`src/rtl/llsc_pkg.sv`:
```
package llsc_pkg;
  localparam logic [2:0] OP_STORE   = 3'd0;
  localparam logic [2:0] OP_LL      = 3'd1;
  localparam logic [2:0] OP_SC      = 3'd2;
  localparam logic [2:0] OP_LOCK_RD = 3'd3;
  localparam logic [2:0] OP_LOCK_WR = 3'd4;
  localparam logic [2:0] OP_RMW     = 3'd5;
endpackage

```
`src/rtl/llsc_match.sv`:
```
module llsc_match #(
  parameter int NUM_ENTRIES = 4,
  parameter int LINE_W      = 26
) (
  input  logic [NUM_ENTRIES-1:0]             valid_i,
  input  logic [NUM_ENTRIES-1:0][LINE_W-1:0] lines_i,
  input  logic [LINE_W-1:0]                  key_i,
  output logic [NUM_ENTRIES-1:0]             hit_o
);
  for (genvar g = 0; g < NUM_ENTRIES; g++) begin : g_cmp
    assign hit_o[g] = valid_i[g] && (lines_i[g] == key_i);
  end
endmodule

```
`src/rtl/llsc_age.sv`:
```
module llsc_age #(
  parameter int NUM_ENTRIES = 4,
  parameter int IDX_W       = 2
) (
  input  logic                   clk_i,
  input  logic                   rst_ni,
  input  logic [NUM_ENTRIES-1:0] valid_i,
  input  logic [NUM_ENTRIES-1:0] inv_i,
  input  logic                   alloc_i,
  input  logic [IDX_W-1:0]       alloc_idx_i,
  output logic [IDX_W-1:0]       victim_idx_o
);
  localparam int AGE_W = IDX_W;

  logic [NUM_ENTRIES-1:0][AGE_W-1:0] age_q, age_d;

  // lowest free slot, else the slot with the highest age
  always_comb begin
    logic found;
    found        = 1'b0;
    victim_idx_o = '0;
    for (int i = 0; i < NUM_ENTRIES; i++) begin
      if (!valid_i[i] && !found) begin
        victim_idx_o = IDX_W'(i);
        found        = 1'b1;
      end
    end
    if (!found) begin
      for (int i = 0; i < NUM_ENTRIES; i++) begin
        if (age_q[i] == AGE_W'(NUM_ENTRIES - 1)) victim_idx_o = IDX_W'(i);
      end
    end
  end

  // ages of live slots stay a dense 0..k-1 ranking
  always_comb begin
    for (int i = 0; i < NUM_ENTRIES; i++) begin
      logic [AGE_W-1:0] drop;
      drop = '0;
      for (int j = 0; j < NUM_ENTRIES; j++) begin
        if (inv_i[j] && valid_i[j] && (age_q[j] < age_q[i])) drop = drop + 1'b1;
      end
      if (alloc_i && (alloc_idx_i == IDX_W'(i)))
        age_d[i] = '0;
      else if (valid_i[i] && !inv_i[i])
        age_d[i] = age_q[i] - drop + AGE_W'(alloc_i);
      else
        age_d[i] = '0;
    end
  end

  always_ff @(posedge clk_i or negedge rst_ni) begin
    if (!rst_ni) age_q <= '0;
    else         age_q <= age_d;
  end
endmodule

```
`src/rtl/llsc_monitor.sv`:
```
module llsc_monitor
  import llsc_pkg::*;
#(
  parameter int NUM_ENTRIES = 4,
  parameter int LINE_W      = 26,
  parameter int ID_W        = 4
) (
  input  logic              clk_i,
  input  logic              rst_ni,
  input  logic              bypass_i,
  input  logic              op_valid_i,
  input  logic [2:0]        op_type_i,
  input  logic [LINE_W-1:0] op_line_i,
  input  logic [ID_W-1:0]   op_id_i,
  input  logic              loss_valid_i,
  input  logic              loss_sc_pend_i,
  input  logic [LINE_W-1:0] loss_line_i,
  output logic              res_valid_o,
  output logic              res_ok_o,
  output logic              block_o,
  output logic [LINE_W-1:0] block_line_o
);
  localparam int IDX_W = (NUM_ENTRIES > 2) ? $clog2(NUM_ENTRIES) : 1;

  logic [NUM_ENTRIES-1:0]             vld_q, vld_d;
  logic [NUM_ENTRIES-1:0][LINE_W-1:0] line_q, line_d;
  logic [NUM_ENTRIES-1:0][ID_W-1:0]   own_q, own_d;

  logic [NUM_ENTRIES-1:0] op_hit, loss_hit, id_eq, own_hit;
  logic [NUM_ENTRIES-1:0] inv_mask;
  logic [IDX_W-1:0]       victim_idx, hit_idx;
  logic                   is_ll, is_sc, is_wr, alloc, sc_ok;
  logic                   res_valid_q, res_ok_q, blk_q;
  logic [LINE_W-1:0]      blk_line_q;

  llsc_match #(.NUM_ENTRIES(NUM_ENTRIES), .LINE_W(LINE_W)) i_op_match (
    .valid_i (vld_q),
    .lines_i (line_q),
    .key_i   (op_line_i),
    .hit_o   (op_hit)
  );

  llsc_match #(.NUM_ENTRIES(NUM_ENTRIES), .LINE_W(LINE_W)) i_loss_match (
    .valid_i (vld_q),
    .lines_i (line_q),
    .key_i   (loss_line_i),
    .hit_o   (loss_hit)
  );

  for (genvar g = 0; g < NUM_ENTRIES; g++) begin : g_owner
    assign id_eq[g] = (own_q[g] == op_id_i);
  end
  assign own_hit = op_hit & id_eq;

  llsc_age #(.NUM_ENTRIES(NUM_ENTRIES), .IDX_W(IDX_W)) i_age (
    .clk_i        (clk_i),
    .rst_ni       (rst_ni),
    .valid_i      (vld_q),
    .inv_i        (inv_mask),
    .alloc_i      (alloc),
    .alloc_idx_i  (victim_idx),
    .victim_idx_o (victim_idx)
  );

  always_comb begin
    hit_idx = '0;
    for (int i = 0; i < NUM_ENTRIES; i++) begin
      if (op_hit[i]) hit_idx = IDX_W'(i);
    end
  end

  assign is_ll = op_valid_i && !bypass_i && (op_type_i == OP_LL);
  assign is_sc = op_valid_i && !bypass_i && (op_type_i == OP_SC);
  assign is_wr = op_valid_i && !bypass_i && !(op_type_i == OP_LL) && !(op_type_i == OP_SC);
  assign sc_ok = |own_hit;
  assign alloc = is_ll && !(|op_hit);

  always_comb begin
    inv_mask = '0;
    if (loss_valid_i && loss_sc_pend_i)
      inv_mask = loss_hit & ~(is_ll ? op_hit : '0);  // same-cycle LL wins
    if (is_sc) inv_mask = inv_mask | op_hit;
    if (is_wr) inv_mask = inv_mask | own_hit;
  end

  always_comb begin
    vld_d  = vld_q & ~inv_mask;
    line_d = line_q;
    own_d  = own_q;
    if (alloc) begin
      vld_d[victim_idx]  = 1'b1;
      line_d[victim_idx] = op_line_i;
      own_d[victim_idx]  = op_id_i;
    end else if (is_ll) begin
      own_d[hit_idx] = op_id_i;
    end
  end

  always_ff @(posedge clk_i or negedge rst_ni) begin
    if (!rst_ni) begin
      vld_q  <= '0;
      line_q <= '0;
      own_q  <= '0;
    end else begin
      vld_q  <= vld_d;
      line_q <= line_d;
      own_q  <= own_d;
    end
  end

  always_ff @(posedge clk_i or negedge rst_ni) begin
    if (!rst_ni) begin
      res_valid_q <= 1'b0;
      res_ok_q    <= 1'b0;
    end else begin
      res_valid_q <= op_valid_i;
      res_ok_q    <= op_valid_i && !(is_sc && !sc_ok);
    end
  end

  always_ff @(posedge clk_i or negedge rst_ni) begin
    if (!rst_ni) begin
      blk_q      <= 1'b0;
      blk_line_q <= '0;
    end else if (op_valid_i && (op_type_i == OP_LOCK_RD)) begin
      blk_q      <= 1'b1;
      blk_line_q <= op_line_i;
    end else if (op_valid_i && (op_type_i == OP_LOCK_WR) && blk_q && (blk_line_q == op_line_i)) begin
      blk_q      <= 1'b0;
    end
  end

  assign res_valid_o  = res_valid_q;
  assign res_ok_o     = res_ok_q;
  assign block_o      = blk_q;
  assign block_line_o = blk_line_q;
endmodule

```
`config.mk`:
```
export PLATFORM = sky130hd
export DESIGN_NAME = llsc_monitor
export DESIGN_NICKNAME = d
export VERILOG_FILES = /design/src/rtl/llsc_pkg.sv /design/src/rtl/llsc_match.sv /design/src/rtl/llsc_age.sv /design/src/rtl/llsc_monitor.sv
export SDC_FILE = /design/constraint.sdc
export NUM_CORES = 1
export LEC_CHECK = 0
export ABC_AREA = 1
export BUFFER_PORTS_ARGS = -buffer_cell sky130_fd_sc_hd__buf_2
export CORE_MARGIN = 2
export CORE_UTILIZATION = 55
export CTS_CLUSTER_DIAMETER = 40
export DETAILED_ROUTE_END_ITERATION = 10
export GPL_ROUTABILITY_DRIVEN = 0
export PLACE_DENSITY = 0.77
export SETUP_SLACK_MARGIN = 0.05
export SYNTH_ARGS = -nofsm -noshare
export SYNTH_HDL_FRONTEND = slang
export SYNTH_SLANG_ARGS = --single-unit
```
`constraint.sdc`:
```
create_clock -name clk_i -period 6.1 [get_ports clk_i]
set_input_delay 0.61 -clock clk_i [delete_from_list [all_inputs] [get_ports clk_i]]
set_output_delay 0.61 -clock clk_i [all_outputs]
set_load 0.02 [all_outputs]
```
After elaboration in Yosys (flattened, before gate mapping)
Cells that the tools add are included.
W data, S select, Z words.
{ "op_classes": {"addsub": 20, "reduce_logical": 74, "eq_ne": 24, "div": 0, "bitwise_logic": 8, "multipliers": 0, "n_mux": 59, "magnitude_cmp": 20, "n_shift": 0} }
{ "op_table": {"columns": ["cell", "count"], "rows": [
  ["$eq A26 B26 Y1", 9],
  ["$bwmux W104", 1],
  ["$mux W2", 29],
  ["$logic_and A1 B1 Y1", 54],
  ["$demux W26 S2", 1],
  ["$bwmux W16", 2],
  ["$lt A2 B2 Y1", 16],
  ["$mux W16", 2],
  ["$mux W4", 7],
  ["$mux W26", 1],
  ["$add A2 B1 Y2 const B", 8],
  ["$demux W4 S2", 2],
  ["$eq A4 B4 Y1", 4],
  ["$logic_not A1 Y1", 15],
  ["$mux W1", 13],
  ["$and A4 B4 Y4", 3],
  ["$eq A2 B2 Y1 const B", 6],
  ["$or A4 B4 Y4", 3],
  ["$add A1 B1 Y2 const B", 4],
  ["$add A2 B1 Y2", 4],
  ["$not A4 Y4", 2],
  ["$reduce_or A4 Y1", 2],
  ["$sub A2 B2 Y2", 4],
  ["$eq A3 B2 Y1 const B", 2],
  ["other kinds (8)", 11]
]} }
{ "word_totals": {"latch_bits": 0, "ff_bits": 161, "output_inout_bits": 29, "inputBits": 65, "ramBits": 0, "rom_bits": 0, "memories": 0, "wordCells": 222} }

Logic depth before layout (Yosys ltp)
{ "depth": {"word_depth": 24, "ltp_mapped": 25, "mapped_depth_nobuf": 24} }

By module
A second synthesis with hierarchy kept.
{ "unflattened": {"hier_cells": 1885, "hier_area_um2": 11643.7} }
{ "modules_own_cells": {"columns": ["module", "n_inst", "area_each_um2", "cells_per_inst", "seq_area_each_um2"], "rows": [
  ["llsc_monitor", 1, 6471.2, 707, 3828.7],
  ["llsc_match", 2, 1954.4, 490, 0.0],
  ["llsc_age", 1, 1263.7, 198, 200.2]
]} }

Worst setup path after synthesis
OpenSTA, ideal clock, no wires.
{ "synth_timing": {"path_kind": "in2reg", "from": "input port op_line_i[16]", "to": "register i_age.age_q[3] (netlist name)", "setup_time_ns": 0.121, "path_buffers": 1, "t_arrival_ns": 3.184, "t_required_ns": 5.979, "slack_ns": 2.795, "stages": 24, "path_cell_list": "buf_4 > inv_2 > or2_1 > nand2_1 > nor2_1 > nand2_1 > nor2_1 > nand2_1 > nor2_2 > nand2_1 > nand2_1 > nand2_1 > nand2_1 > inv_1 > ha_1 > xnor2_1 > ha_1 > inv_1 > ha_1 > xor2_1 > xor2_1 > inv_1 > nand3_1 > a21oi_1"} }
{ "synth_rtl": {"columns": ["item", "line", "rtl"], "rows": [
  ["from (decl)", "llsc_monitor.sv:13", "input logic [LINE_W-1:0] op_line_i,"],
  ["to (signal assigned)", "llsc_age.sv:54", "else age_q <= age_d;"],
  ["to (decl)", "llsc_age.sv:15", "logic [NUM_ENTRIES-1:0][AGE_W-1:0] age_q, age_d;"]
]} }

==> flow_summary.toml <==
[status]
outcome = "completed"

[clock_tree]
cts_tree = "yes"
clockRootBuffer = "clkbuf_16"
cts_buffers = 17
clk_pin_slew_ns = 0.06
ctsHoldBuffers = 0
clkSinkCount = 161
cts_max_path_buffers = 2
postCtsSetupBuffers = 0
clock_latency_ns = 0.44
cts_resized = 0
h-tree-depth = 4

[setup_path]
start_kind = "input port"
reg2reg_slack_ns = 2.49
cp_data_required_time_ns = 6.47
worst_setup_path_end_kind = "register"
critPathKind = "input port to register"
worstPathArrival_ns = 4.08
cp_max_fo = 9

[timing]
worstMarginPinSlew_ns = 1.042
fin_crit_ns = 3.706
max_freq_ghz = 0.2698
period_share_pct = 60.75
maxSlewViolCount = 0
relSlewSlack_pct = 30.56
rsz0062_at_grt = "no"
finalSetupViolations = 0
hold_viol = 0
skew_ns = 0.01204
setup-tns-final_ns = 0

[grt]
grt_start_max_net_pins = 91
overflow = 0
antenna_found_initial = 0
grt_pass1_vias = 10240
grt_usage_pct = 36.20
grt_pass1_wl_mm = 59.02

[yosys]
yosys-top-cells-count = "440 x nand2_1, 161 x dfrtp_1, 144 x inv_1"
syn_inst = 1548
synth_area_sq_um = 11220
synth_nets = 1641
synth_area_per_cell_sq_um = 7.248
synth_enable_flop_cells = 0
synth_cell_types = 45
synth_top_flop_cell = "dfrtp_1"
ys_seq_area_share_pct = 35.91
synth_area_leaders = "dfrtp_1 36%, nand2_1 15%, xnor2_1 7.7%"
synth-seq-cells = 161
yosys.area.top_type = "dfrtp_1"
synth_top_area_share_pct = 35.91
yosysWarnings = 0
synth_most_common_cell = "nand2_1"
synthArstFlopShare_pct = 100.0

[floorplanning]
num_rows = 52
initial_core_util_pct = 55.81
dieArea_sq_um = 21560
pin_count = 94
die_w_um = 146.8
core_sq_um = 20100
die_h_um = 146.8

[routing]
detail_route.first_pass.iterations = 8
antenna_left = 0
drc = 0
routed_wl_mm = 38.52
viasPerCell = 6.002
drt_iter0_drc = 1785
wl_per_cell_um = 20.53
vias = 11260

[power_and_ir_drop]
p_switching_uw = 2033
peakVddDrop_mv = 0.2110
intPower_uw = 2739
power_frac_seq_pct = 38.1
combPwrFrac_pct = 37.9
swShare_pct = 42.60
power_density_nw_per_um2 = 388.6
clkPwrFrac_pct = 24.0
power_leakage_uw = 0.006006

[min_path]
hold_path.class = "input port to asynchronous set/reset pin"

[place]
portBuffers = 93
dp_hpwl_mm = 28.56

[layout]
fillers = 1772
fin_nets = 1686
drive_gt1_share_pct = 10.65
diodes = 0
area_growth_pct = 9.434
final_util_pct = 61.07

[run]
cap_violations = 0
-- logic make-up (layout without fill, tap and decap cells) --
kind of cell    Yosys count  in the layout  synth area share, %
flops                   161            161                35.91
simple gates            752            752                28.81
fa+ha+maj                28             28                3.123
compound gates          202            202                9.758
buf+inv                 235            293                9.133
xor+xnor                170            170                13.27
-- power by group through the flow --
stage / Sequential, uW / Combinational [uW] / Clock [uW]
2_1_floorplan: 1720 / 1200 / 0
3_3_place_gp: 1800 / 1670 / 0
3_5_place_dp: 1800 / 1700 / 0
4_1_cts: 1790 / 1720 / 1140
5_1_grt: 1840 / 1960 / 1190
6_report: 1820 / 1810 / 1140
-- worst max-delay path, stage by stage --
cell and delay [ns]:
buf_2 0.29, inv_1 0.20, nand2_1 0.09, nand2_1 0.05, nor2_1 0.21, nand2_1 0.07
nor2_1 0.46, nand2_1 0.10, nor2_1 0.29, nand2_1 0.08, nand2_1 0.10, nand3_1 0.28
nand2_1 0.21, xnor2_1 0.09, ha_1 0.28, inv_1 0.04, ha_1 0.19, xnor2_1 0.15
inv_1 0.06, nand3_1 0.09, nand2_1 0.06, nor2_1 0.08
-- sequential cells by signal (all words and copies together) (netlist names) --
name	count
block_line_o	26
block_o	1
i_age.age_q	8
line_q	104
own_q	16
res_ok_o	1
res_valid_o	1
vld_q	4
-- cells in the final DEF (no fill, tap or decap), types with 7 or more instances in the layout --
cell type,count
nand2_1,440
dfrtp_1,161
inv_1,144
nor2_1,136
o21ai_0,122
xnor2_1,98
buf_2,92
xor2_1,72
nand3_1,61
nand4_1,37
a21oi_1,30
ha_1,28
nor3_1,23
inv_2,19
clkbuf_16,17
o21ai_1,15
o22ai_1,12
or2_1,12
nand3b_1,9
nor4_1,7
-- path summary, 6_finish.rpt --
kind	from	end	cells past startpoint
max in group asynchronous	rst_ni	line_q[24]	2
min	rst_ni	block_line_o[10]	1
min reg2reg	own_q[9]	own_q[9]	2
max reg2reg	line_q[56]	i_age.age_q[3]	19
min in group clk_i	op_valid_i	res_valid_o	1
max	op_line_i[12]	i_age.age_q[1]	22
-- cell type report --
type,count,area (sq um),share of cell area [%]
clock buffers,21,470.5,3.832
flip-flops and latches,161,4029,32.81
multi-input cells,1152,6171,50.26
repair buffers,96,494.2,4.025
well taps,270,337.8,2.751
inverters,165,624.3,5.085
clock inverters,11,151.4,1.233
-- metrics by stage --
step	setup slack, ns	std cells	hold slack [ns]	instance area (sq um)	power [uW]
global route	2.106	1876	0.3096	12280	4995
floorplan	2.795	1548	0.3144	11220	2917
detailed placement	2.170	1844	0.4823	11660	3504
global placement	2.237	1844	0.4724	11660	3465
CTS	2.594	1876	0.2979	12280	4654
finish	2.394	1876	0.2332	12280	4771
-- per-layer routing --
layer | share of wire [%] | track usage (%)
met1 | 39 | 48.88
met2 | 41 | 52.72
met3 | 13 | 10.28
met4 | 6.6 | 19.61
met5 | 0 | 0.6818
Power figures use the tool's default switching activity.
